File: src/rtl/dfd_pkg.sv
package dfd_pkg;
   // symmetric triangular coefficient set
   function automatic int tap_coef(input int i, input int taps, input int step);
      int m;
      m = (i < taps - 1 - i) ? i : taps - 1 - i;
      return step * (m + 1);
   endfunction
endpackage

File: src/rtl/rate_reducer.sv
module rate_reducer #(
   parameter int SMP_W  = 16,
   parameter int FACT_W = 8
) (
   input  logic             clk,
   input  logic             rst_n,
   input  logic             in_valid,
   input  logic [SMP_W-1:0] in_data,
   input  logic             fact_ld,
   input  logic [FACT_W-1:0] fact_val,
   output logic             dec_v,
   output logic [SMP_W-1:0] dec_d
);
   logic [FACT_W-1:0] fact_q, cnt_q;
   logic [FACT_W-1:0] f_now, c_now, c_nxt;
   logic              keep;

   always_comb begin
      f_now = fact_ld ? ((fact_val == '0) ? FACT_W'(1) : fact_val) : fact_q;
      c_now = fact_ld ? '0 : cnt_q;
      keep  = in_valid && (c_now == '0);
      if (in_valid)
         c_nxt = (c_now == f_now - FACT_W'(1)) ? '0 : c_now + FACT_W'(1);
      else
         c_nxt = c_now;
   end

   always_ff @(posedge clk) begin
      if (!rst_n) begin
         fact_q <= FACT_W'(1);
         cnt_q  <= '0;
         dec_v  <= 1'b0;
         dec_d  <= '0;
      end else begin
         fact_q <= f_now;
         cnt_q  <= c_nxt;
         dec_v  <= keep;
         if (keep) dec_d <= in_data;
      end
   end

   // phase counter stays below the active factor
   p_cnt_range_r3: assert property (@(posedge clk) disable iff (!rst_n)
      cnt_q < fact_q);
   // a load together with a sample keeps that sample
   p_keep_on_load_r3: assert property (@(posedge clk) disable iff (!rst_n)
      (fact_ld && in_valid) |=> dec_v);
   // factor one forwards every sample unchanged
   p_pass_all_r2: assert property (@(posedge clk) disable iff (!rst_n)
      (in_valid && !fact_ld && fact_q == FACT_W'(1)) |=> (dec_v && dec_d == $past(in_data)));
endmodule

File: src/rtl/fir_direct.sv
module fir_direct
   import dfd_pkg::*;
#(
   parameter int SMP_W  = 16,
   parameter int COEF_W = 16,
   parameter int TAPS   = 5,
   parameter int STEP   = 4096,
   parameter bit FOLD   = 1'b1,
   parameter int ACC_W  = SMP_W + COEF_W + $clog2(TAPS + 1)
) (
   input  logic                    clk,
   input  logic                    rst_n,
   input  logic                    s_v,
   input  logic [SMP_W-1:0]        s_d,
   output logic                    acc_v,
   output logic signed [ACC_W-1:0] acc
);
   localparam int HALF = TAPS / 2;

   logic signed [SMP_W-1:0]  dl [TAPS];
   logic signed [COEF_W-1:0] bq [TAPS];
   logic                     tap_v;
   logic signed [ACC_W-1:0]  sum;

   for (genvar i = 0; i < TAPS; i++) begin : g_tap
      localparam logic signed [COEF_W-1:0] B = COEF_W'(tap_coef(i, TAPS, STEP));
      assign bq[i] = B;
      if (i == 0) begin : g_head
         always_ff @(posedge clk) begin
            if (!rst_n)   dl[0] <= '0;
            else if (s_v) dl[0] <= s_d;
         end
      end else begin : g_body
         always_ff @(posedge clk) begin
            if (!rst_n)   dl[i] <= '0;
            else if (s_v) dl[i] <= dl[i-1];
         end
      end
   end

   if (FOLD) begin : g_folded
      always_comb begin
         sum = '0;
         for (int k = 0; k < HALF; k++)
            sum += (ACC_W'(dl[k]) + ACC_W'(dl[TAPS-1-k])) * ACC_W'(bq[k]);
         if (TAPS % 2 == 1)
            sum += ACC_W'(dl[HALF]) * ACC_W'(bq[HALF]);
      end
   end else begin : g_plain
      always_comb begin
         sum = '0;
         for (int k = 0; k < TAPS; k++)
            sum += ACC_W'(dl[k]) * ACC_W'(bq[k]);
      end
   end

   always_ff @(posedge clk) begin
      if (!rst_n) begin
         tap_v <= 1'b0;
         acc_v <= 1'b0;
         acc   <= '0;
      end else begin
         tap_v <= s_v;
         acc_v <= tap_v;
         if (tap_v) acc <= sum;
      end
   end

   // every line update yields one result a cycle later
   p_tap_to_acc_r8: assert property (@(posedge clk) disable iff (!rst_n)
      tap_v |=> acc_v);
   // only kept samples enter the line
   p_line_load_r9: assert property (@(posedge clk) disable iff (!rst_n)
      s_v |=> dl[0] == $past(s_d));
   p_line_hold_r9: assert property (@(posedge clk) disable iff (!rst_n)
      !s_v |=> $stable(dl[TAPS-1]));
endmodule

File: src/rtl/out_recode.sv
module out_recode #(
   parameter int SMP_W = 16,
   parameter int FRAC  = 15,
   parameter int ACC_W = 35
) (
   input  logic                    clk,
   input  logic                    rst_n,
   input  logic                    acc_v,
   input  logic signed [ACC_W-1:0] acc,
   output logic                    out_valid,
   output logic [SMP_W-1:0]        out_data
);
   localparam logic signed [ACC_W-1:0] RND = ACC_W'(64'sd1 <<< (FRAC - 1));
   localparam logic signed [ACC_W-1:0] HI  = ACC_W'((64'sd1 <<< (SMP_W - 1)) - 64'sd1);
   localparam logic signed [ACC_W-1:0] LO  = -HI - ACC_W'(1);

   logic signed [ACC_W-1:0] sh;
   logic [SMP_W-1:0]        clamped;

   always_comb begin
      sh = (acc + RND) >>> FRAC;
      if (sh > HI)      clamped = {1'b0, {(SMP_W-1){1'b1}}};
      else if (sh < LO) clamped = {1'b1, {(SMP_W-1){1'b0}}};
      else              clamped = sh[SMP_W-1:0];
   end

   always_ff @(posedge clk) begin
      if (!rst_n) begin
         out_valid <= 1'b0;
         out_data  <= {1'b1, {(SMP_W-1){1'b0}}};
      end else begin
         out_valid <= acc_v;
         if (acc_v) out_data <= {~clamped[SMP_W-1], clamped[SMP_W-2:0]};
      end
   end

   // result strobe follows the accumulator strobe by one cycle
   p_valid_follow_r8: assert property (@(posedge clk) disable iff (!rst_n)
      acc_v |=> out_valid);
   p_valid_quiet_r8: assert property (@(posedge clk) disable iff (!rst_n)
      !acc_v |=> !out_valid);
   // clamping at both ends
   p_sat_hi_r6: assert property (@(posedge clk) disable iff (!rst_n)
      (acc_v && sh > HI) |=> out_data == '1);
   p_sat_lo_r6: assert property (@(posedge clk) disable iff (!rst_n)
      (acc_v && sh < LO) |=> out_data == '0);
endmodule

File: src/rtl/decim_fir_dac.sv
module decim_fir_dac
   import dfd_pkg::*;
#(
   parameter int SMP_W  = 16,
   parameter int COEF_W = 16,
   parameter int FRAC   = 15,
   parameter int TAPS   = 5,
   parameter int STEP   = 4096,
   parameter int FACT_W = 8,
   parameter bit FOLD   = 1'b1
) (
   input  logic              clk,
   input  logic              rst_n,
   input  logic              in_valid,
   input  logic [SMP_W-1:0]  in_data,
   input  logic              fact_ld,
   input  logic [FACT_W-1:0] fact_val,
   output logic              out_valid,
   output logic [SMP_W-1:0]  out_data
);
   localparam int ACC_W = SMP_W + COEF_W + $clog2(TAPS + 1);

   initial begin
      a_taps_min: assert (TAPS >= 2) else $error("TAPS too small");
      a_frac_rng: assert (FRAC >= 1 && FRAC < ACC_W) else $error("FRAC out of range");
      a_fact_w:   assert (FACT_W >= 1) else $error("FACT_W too small");
      a_coef_fit: assert (tap_coef(TAPS / 2, TAPS, STEP) < (1 <<< (COEF_W - 1)))
         else $error("coefficient exceeds COEF_W");
   end

   logic             dec_v;
   logic [SMP_W-1:0] dec_d;
   logic             acc_v;
   logic signed [ACC_W-1:0] acc;

   rate_reducer #(.SMP_W(SMP_W), .FACT_W(FACT_W)) u_rate (
      .clk(clk), .rst_n(rst_n), .in_valid(in_valid), .in_data(in_data),
      .fact_ld(fact_ld), .fact_val(fact_val), .dec_v(dec_v), .dec_d(dec_d));

   fir_direct #(.SMP_W(SMP_W), .COEF_W(COEF_W), .TAPS(TAPS), .STEP(STEP),
                .FOLD(FOLD), .ACC_W(ACC_W)) u_fir (
      .clk(clk), .rst_n(rst_n), .s_v(dec_v), .s_d(dec_d),
      .acc_v(acc_v), .acc(acc));

   out_recode #(.SMP_W(SMP_W), .FRAC(FRAC), .ACC_W(ACC_W)) u_out (
      .clk(clk), .rst_n(rst_n), .acc_v(acc_v), .acc(acc),
      .out_valid(out_valid), .out_data(out_data));
endmodule

File: config.mk
export PLATFORM = sky130hd
export DESIGN_NAME = decim_fir_dac
export DESIGN_NICKNAME = d
export VERILOG_FILES = /design/src/rtl/dfd_pkg.sv /design/src/rtl/rate_reducer.sv /design/src/rtl/fir_direct.sv /design/src/rtl/out_recode.sv /design/src/rtl/decim_fir_dac.sv
export SDC_FILE = /design/constraint.sdc
export NUM_CORES = 1
export LEC_CHECK = 0
export ABC_CLOCK_PERIOD_IN_PS = 11600
export BUFFER_PORTS_ARGS = -buffer_cell sky130_fd_sc_hd__clkbuf_2
export CAP_MARGIN = 20
export CORE_MARGIN = 5
export CORE_UTILIZATION = 60
export CTS_BUF_LIST = sky130_fd_sc_hd__clkbuf_16
export DETAILED_ROUTE_END_ITERATION = 7
export PLACE_DENSITY = 0.84
export SETUP_SLACK_MARGIN = 0.2
export SLEW_MARGIN = 20
export SYNTH_ARGS = -nofsm -noshare
export SYNTH_HDL_FRONTEND = slang
export SYNTH_SLANG_ARGS = --single-unit
File: constraint.sdc
create_clock -name clk -period 11.6 [get_ports clk]
set_clock_uncertainty 0.1 [all_clocks]
set_input_delay 1.16 -clock clk [delete_from_list [all_inputs] [get_ports clk]]
set_output_delay 1.16 -clock clk [all_outputs]
set_load 0.01 [all_outputs]
[Word-level counts from Yosys, hierarchy flattened]
Memories as Yosys holds them, arrays and structs flattened.
Index checks and enable logic that the tools add are counted.
Widths: inputs -> output; s select.
Cells by class
  $add $sub $neg: 7
  $mul: 1
  order comparisons: 2
  equal/unequal tests: 1
  multiplexer cells: 16
  bitwise operators: 6
  reduce and logical (&&, ||, !) cells: 3
Operator list (count)
  $mux 16: 7
  $add 35x35->35: 2
  $mux 8: 5
  $add 35x16->35 const B: 1
  $add 16x16->17: 2
  $gt 20x16->1 const B: 1
  $lt 20x16->1 const B: 1
  $mul 16x3->19 const B: 1
  $logic_not 8->1: 2
  $add 8x1->8 const B: 1
  $eq 8x8->1: 1
  $sub 8x1->8 const B: 1
  $or 1x1->1: 5
  $mux 1: 4
  $logic_and 1x1->1: 1
  $not 1->1: 1
Word-level totals
  register bits: 87
  bits in writable memories: 80
  bits of input ports: 28
  output and inout bits: 17
  memories kept: 1
Memory list
  u_fir.dl: depth 5, bits a word 16, read ports 5, clocked after Yosys merged registers in 0, wr ports 5, line fir_direct.sv:20  | logic signed [SMP_W-1:0] dl [TAPS];

[Depth between registers and ports, before layout]
  depth in word-level cells: 7
  depth in mapped cells: 21

[Cells and area by module]
Synthesis repeated with hierarchy kept, for this count alone.
Unflattened totals
  cell total of the unflattened synthesis: 1022
  area total of the unflattened synthesis: 10196.0 sq um
Modules (own cells, without submodules)
  fir_direct: times used 1, cells an instance 720, area each 7400.8 sq um, sequential area each 2842.7 sq um
  rate_reducer: times used 1, cells an instance 184, area each 1736.7 sq um, sequential area each 660.6 sq um
  out_recode: times used 1, cells an instance 118, area each 1058.5 sq um, sequential area each 340.3 sq um

[Worst setup path after synthesis]
No wires, ideal clock.
  path kind: flip-flop to flip-flop
  start: memory u_fir.dl[2][5]
  end: register u_fir.acc[31]
  arrival time: 4.258 ns
  path slack: 7.117 ns
  stages on the path, launching flop included: 21
  path buffers: 1
  period minus slack after synthesis: 4.483 ns
  cell sequence: edfxtp_1 -> ha_1 -> ha_1 -> o21a_1 -> o21a_1 -> and3_1 -> a221o_1 -> a21o_1 -> a21oi_1 -> xor2_1 -> fa_1 -> inv_1 -> ha_1 -> clkbuf_1 -> and4_1 -> o21a_1 -> o21ai_0 -> a21oi_1 -> a311oi_1 -> xnor2_1 -> o21ai_0
RTL lines
  from (decl): line fir_direct.sv:20
  to (signal assigned): line fir_direct.sv:65  | if (tap_v) acc <= sum;
  to (decl): line fir_direct.sv:16  | output logic signed [ACC_W-1:0] acc

==> flow_metrics.py <==
metrics = {
    "run_status": {
        "status": "complete, no violations",
    },
    "clocking": {
        "cts_tree": "done",
        "clockBufferDepth": 2,
        "htreeDepth": 4,
        "path_clk_slew_ps": 60,
        "clock_sinks": 153,
        "ctsRootBufferMaster": "clkbuf_16",
        "cts-hold-fix-buffers": 0,
        "cts_buffers": 17,
        "post_cts_resized": 0,
        "clk_latency_ps": 430,
        "cts_setup_buffers": 0,
    },
    "logic_synthesis": {
        "postSynthCellCount": 1051,
        "synth-main-ff-cell": "edfxtp_1",
        "yosysSeqAreaShare_pct": 37.9,
        "postSynthAreaPerCell_sq_um": 9.70,
        "netlist.area_leader.share_pct": 23.6,
        "synth_cell_types": 76,
        "synth_seq_cells": 153,
        "syn_nets": 1184,
        "yosys-top-cells-area": "edfxtp_1, dfxtp_1, ha_1, and3_1, fa_1",
        "ys_warn_count": 0,
        "synth_edf_count": 80,
        "synth_largest_area_cell": "edfxtp_1",
        "synth.cell_area_sq_um": 10200,
        "async_reset_ff_share_pct": 0,
    },
    "placed_design": {
        "port_buffers": 44,
        "gp_congestion": 0.882,
        "dp.cells": 1276,
        "dp_hpwl_microns": 14700,
    },
    "sta": {
        "slew_headroom_pct": 30.8,
        "worst_pin_slew_ps": 1040,
        "slew_viol_final": 0,
        "period_share_pct": 43.0,
        "hold_violations": 0,
        "fin_tns_setup_ps": 0,
        "fmax_ghz": 0.200,
        "layout_min_cycle_time_ps": 4990,
        "finalSetupViolations": 0,
        "rsz0062_at_grt": "no",
    },
    "floorplanning": {
        "die_w_microns": 140,
        "die_y_microns": 140,
        "num_rows": 47,
        "coreArea_sq_um": 16600,
        "start_util_pct": 61.3,
        "ios": 45,
        "dieArea_sq_um": 19700,
    },
    "drt": {
        "dr.pass1.iters": 5,
        "route.met2.wl_microns": 9850,
        "drtAntennaViolNets": 0,
        "vias": 7734,
        "wl_microns": 20600,
        "post-route-drc-count": 0,
        "wl_per_cell_microns": 15.8,
        "via_per_inst": 5.91,
        "met1_length_microns": 9510,
        "routed.top_layer": "met4",
        "wl_met3_microns": 989,
        "drtIter0Drc": 488,
    },
    "cells_and_area": {
        "fillerInstances": 1306,
        "multi_input_area_sq_um": 5900,
        "fin_nets": 1208,
        "seqCellArea_sq_um": 3860,
        "synthToLayoutAreaGrowth_pct": 8.89,
        "diodes": 0,
        "final_cells": 1308,
        "drive_gt1_share_pct": 9.28,
    },
    "critical_path": {
        "start_kind": "flip-flop",
        "critPathTopFamily": "compound AO/OA/AOI/OAI gates",
        "max_stage_delay_ps": 470,
        "cp-end-kind": "flip-flop",
        "cp_max_fo": 6,
        "critPathKind": "flip-flop to flip-flop",
        "cp.required_ps": 11800,
        "critical_path_arrival_ps": 5190,
        "critPathMostFrequentCell": "ha_1",
        "critPathBufInv": 2,
        "crit_slowest_cell": "a311oi_1",
        "path_cells": "ha_1 > ha_1 > inv_1 > fa_1 > nor2b_1 > o31a_1 > o22a_1 > nand3_1 > a311oi_1 > xnor2_1 > fa_1 > inv_1 > ha_1 > a21oi_1 > o21ai_0 > nor3_1 > a21oi_1 > a311oi_1 > xnor2_1 > o21ai_0",
    },
    "global_routing": {
        "grt_pass1_vias": 7446,
        "grt_pass1_wl_microns": 34900,
        "antenna_found_initial": 0,
        "grt.overflow.total": 0,
        "grtUsageTotal_pct": 21.2,
        "grt_max_degree": 100,
    },
    "worst_hold_path": {
        "hp-class": "flip-flop to flip-flop",
    },
    "run": {
        "maxCapViolations": 0,
    },
    "power": {
        "power_density_nw_per_um2": 162,
        "p_leak_nw": 5.02,
        "ir_worst_vdd_mv": 0.116,
    },
}
area by class of cell:
| type | count | area share [%] |
|---|---|---|
| clock inverter | 14 | 0.946 |
| tap | 220 | 2.48 |
| timing repair buffer | 47 | 2.21 |
| inverter | 70 | 2.37 |
| multi-input combinational | 786 | 53.1 |
| sequential | 153 | 34.8 |
| clock buffer | 18 | 4.06 |
worst paths after layout:
path / start / depth (start not counted) / slack, ps / to
worst min register to register: u_fir.acc[28] / 2 / 380 / u_fir.acc[28]
worst max register to register: u_fir.dl[2][1] / 20 / 6610 / u_fir.acc[31]
worst max-delay path: u_fir.dl[2][1] / 20 / 6610 / u_fir.acc[31]
worst min-delay path: u_fir.acc[28] / 2 / 380 / u_fir.acc[28]
synthesized netlist by cell type, types with 3 or more instances:
cell       number
o21a_1         17
xnor2_1        47
or3_1           4
o21bai_1        5
o31a_1          4
a21boi_0        4
nand3b_1        4
ha_1           83
mux2i_1        29
nor2_1         50
xor2_1         30
and2_1          9
a211oi_1        6
a2bb2oi_1       4
and4_1          3
dfxtp_1        73
nand2b_1       19
nor4_1          5
and3_1         89
o31ai_1         5
nor2b_1        39
a21oi_2        10
inv_1          70
edfxtp_1       80
nor3_1         22
nand3_1        22
a21o_1          9
clkbuf_1       34
or4_1           3
o21ai_0        52
nand4_1         8
a311oi_1       10
a21oi_1        56
fa_1           22
nand2_1        62
buf_2           3
tightest hold or removal path: cells and delay by family, from the launching register on:
kind,cells,cell delay (ps)
and+or+nand+nor,1,50
DFF,1,330
AOI/OAI and AO/OA,1,60
registers in the layout, indices dropped and copies added, names as in the netlist:
| signal | count |
|---|---|
| u_rate.fact_q | 8 |
| u_rate.cnt_q | 8 |
| u_fir.acc_v | 1 |
| u_fir.acc | 21 |
| u_rate.dec_v | 1 |
| u_out.out_valid | 1 |
| u_fir.tap_v | 1 |
| u_rate.dec_d | 16 |
| u_out.out_data | 16 |
| u_fir.dl | 80 |
cell usage in the layout (no fill, tap or decap), types with 29 or more instances in the layout:
cell / count
and3_1: 89
ha_1: 83
edfxtp_1: 80
inv_1: 75
dfxtp_1: 72
nand2_1: 62
a21oi_1: 56
o21ai_0: 52
nor2_1: 50
xnor2_1: 47
clkbuf_2: 43
nor2b_1: 39
xor2_1: 30
mux2i_1: 29
stage by stage:
step	power (mW)	util, %	cell area (sq um)	hold WS (ps)	setup slack (ps)
after floorplan	1.14	-	10200	325	7120
after global placement	1.25	63.4	10600	345	6870
after detailed placement	1.27	63.4	10600	347	6700
after CTS	1.80	66.7	11100	372	6640
after global routing	1.92	66.7	11100	417	6280
final	1.80	66.7	11100	379	6610
per-layer routing:
layer  GRT usage (%)  vias to the layer above
met2            35.8                      197
li1                -                     3843
met1            28.0                     3664
met4            5.35                        0
met5               0                        -
met3            4.16                       30
logic make-up (layout without fill, tap and decap cells):
kind of cell | after synthesis | count (layout) | synth area share, %
compound gates | 220 | 220 | 14.6
xor+xnor | 77 | 77 | 6.61
fa+ha+maj | 105 | 105 | 14.5
buf+inv | 112 | 149 | 4.32
flops | 153 | 153 | 37.9
mux | 30 | 30 | 2.96
simple gates | 354 | 354 | 19.1
power by group:
| group | internal (mW) | switching, mW | leakage (nW) | total [mW] |
|---|---|---|---|---|
| logic | 0.264 | 0.364 | 3.27 | 0.628 |
| clock network | 0.305 | 0.224 | 0.295 | 0.529 |
| registers | 0.608 | 0.0328 | 1.45 | 0.641 |
| total | 1.18 | 0.621 | 5.02 | 1.80 |
Note: power is estimated with default switching activity, not from simulation.
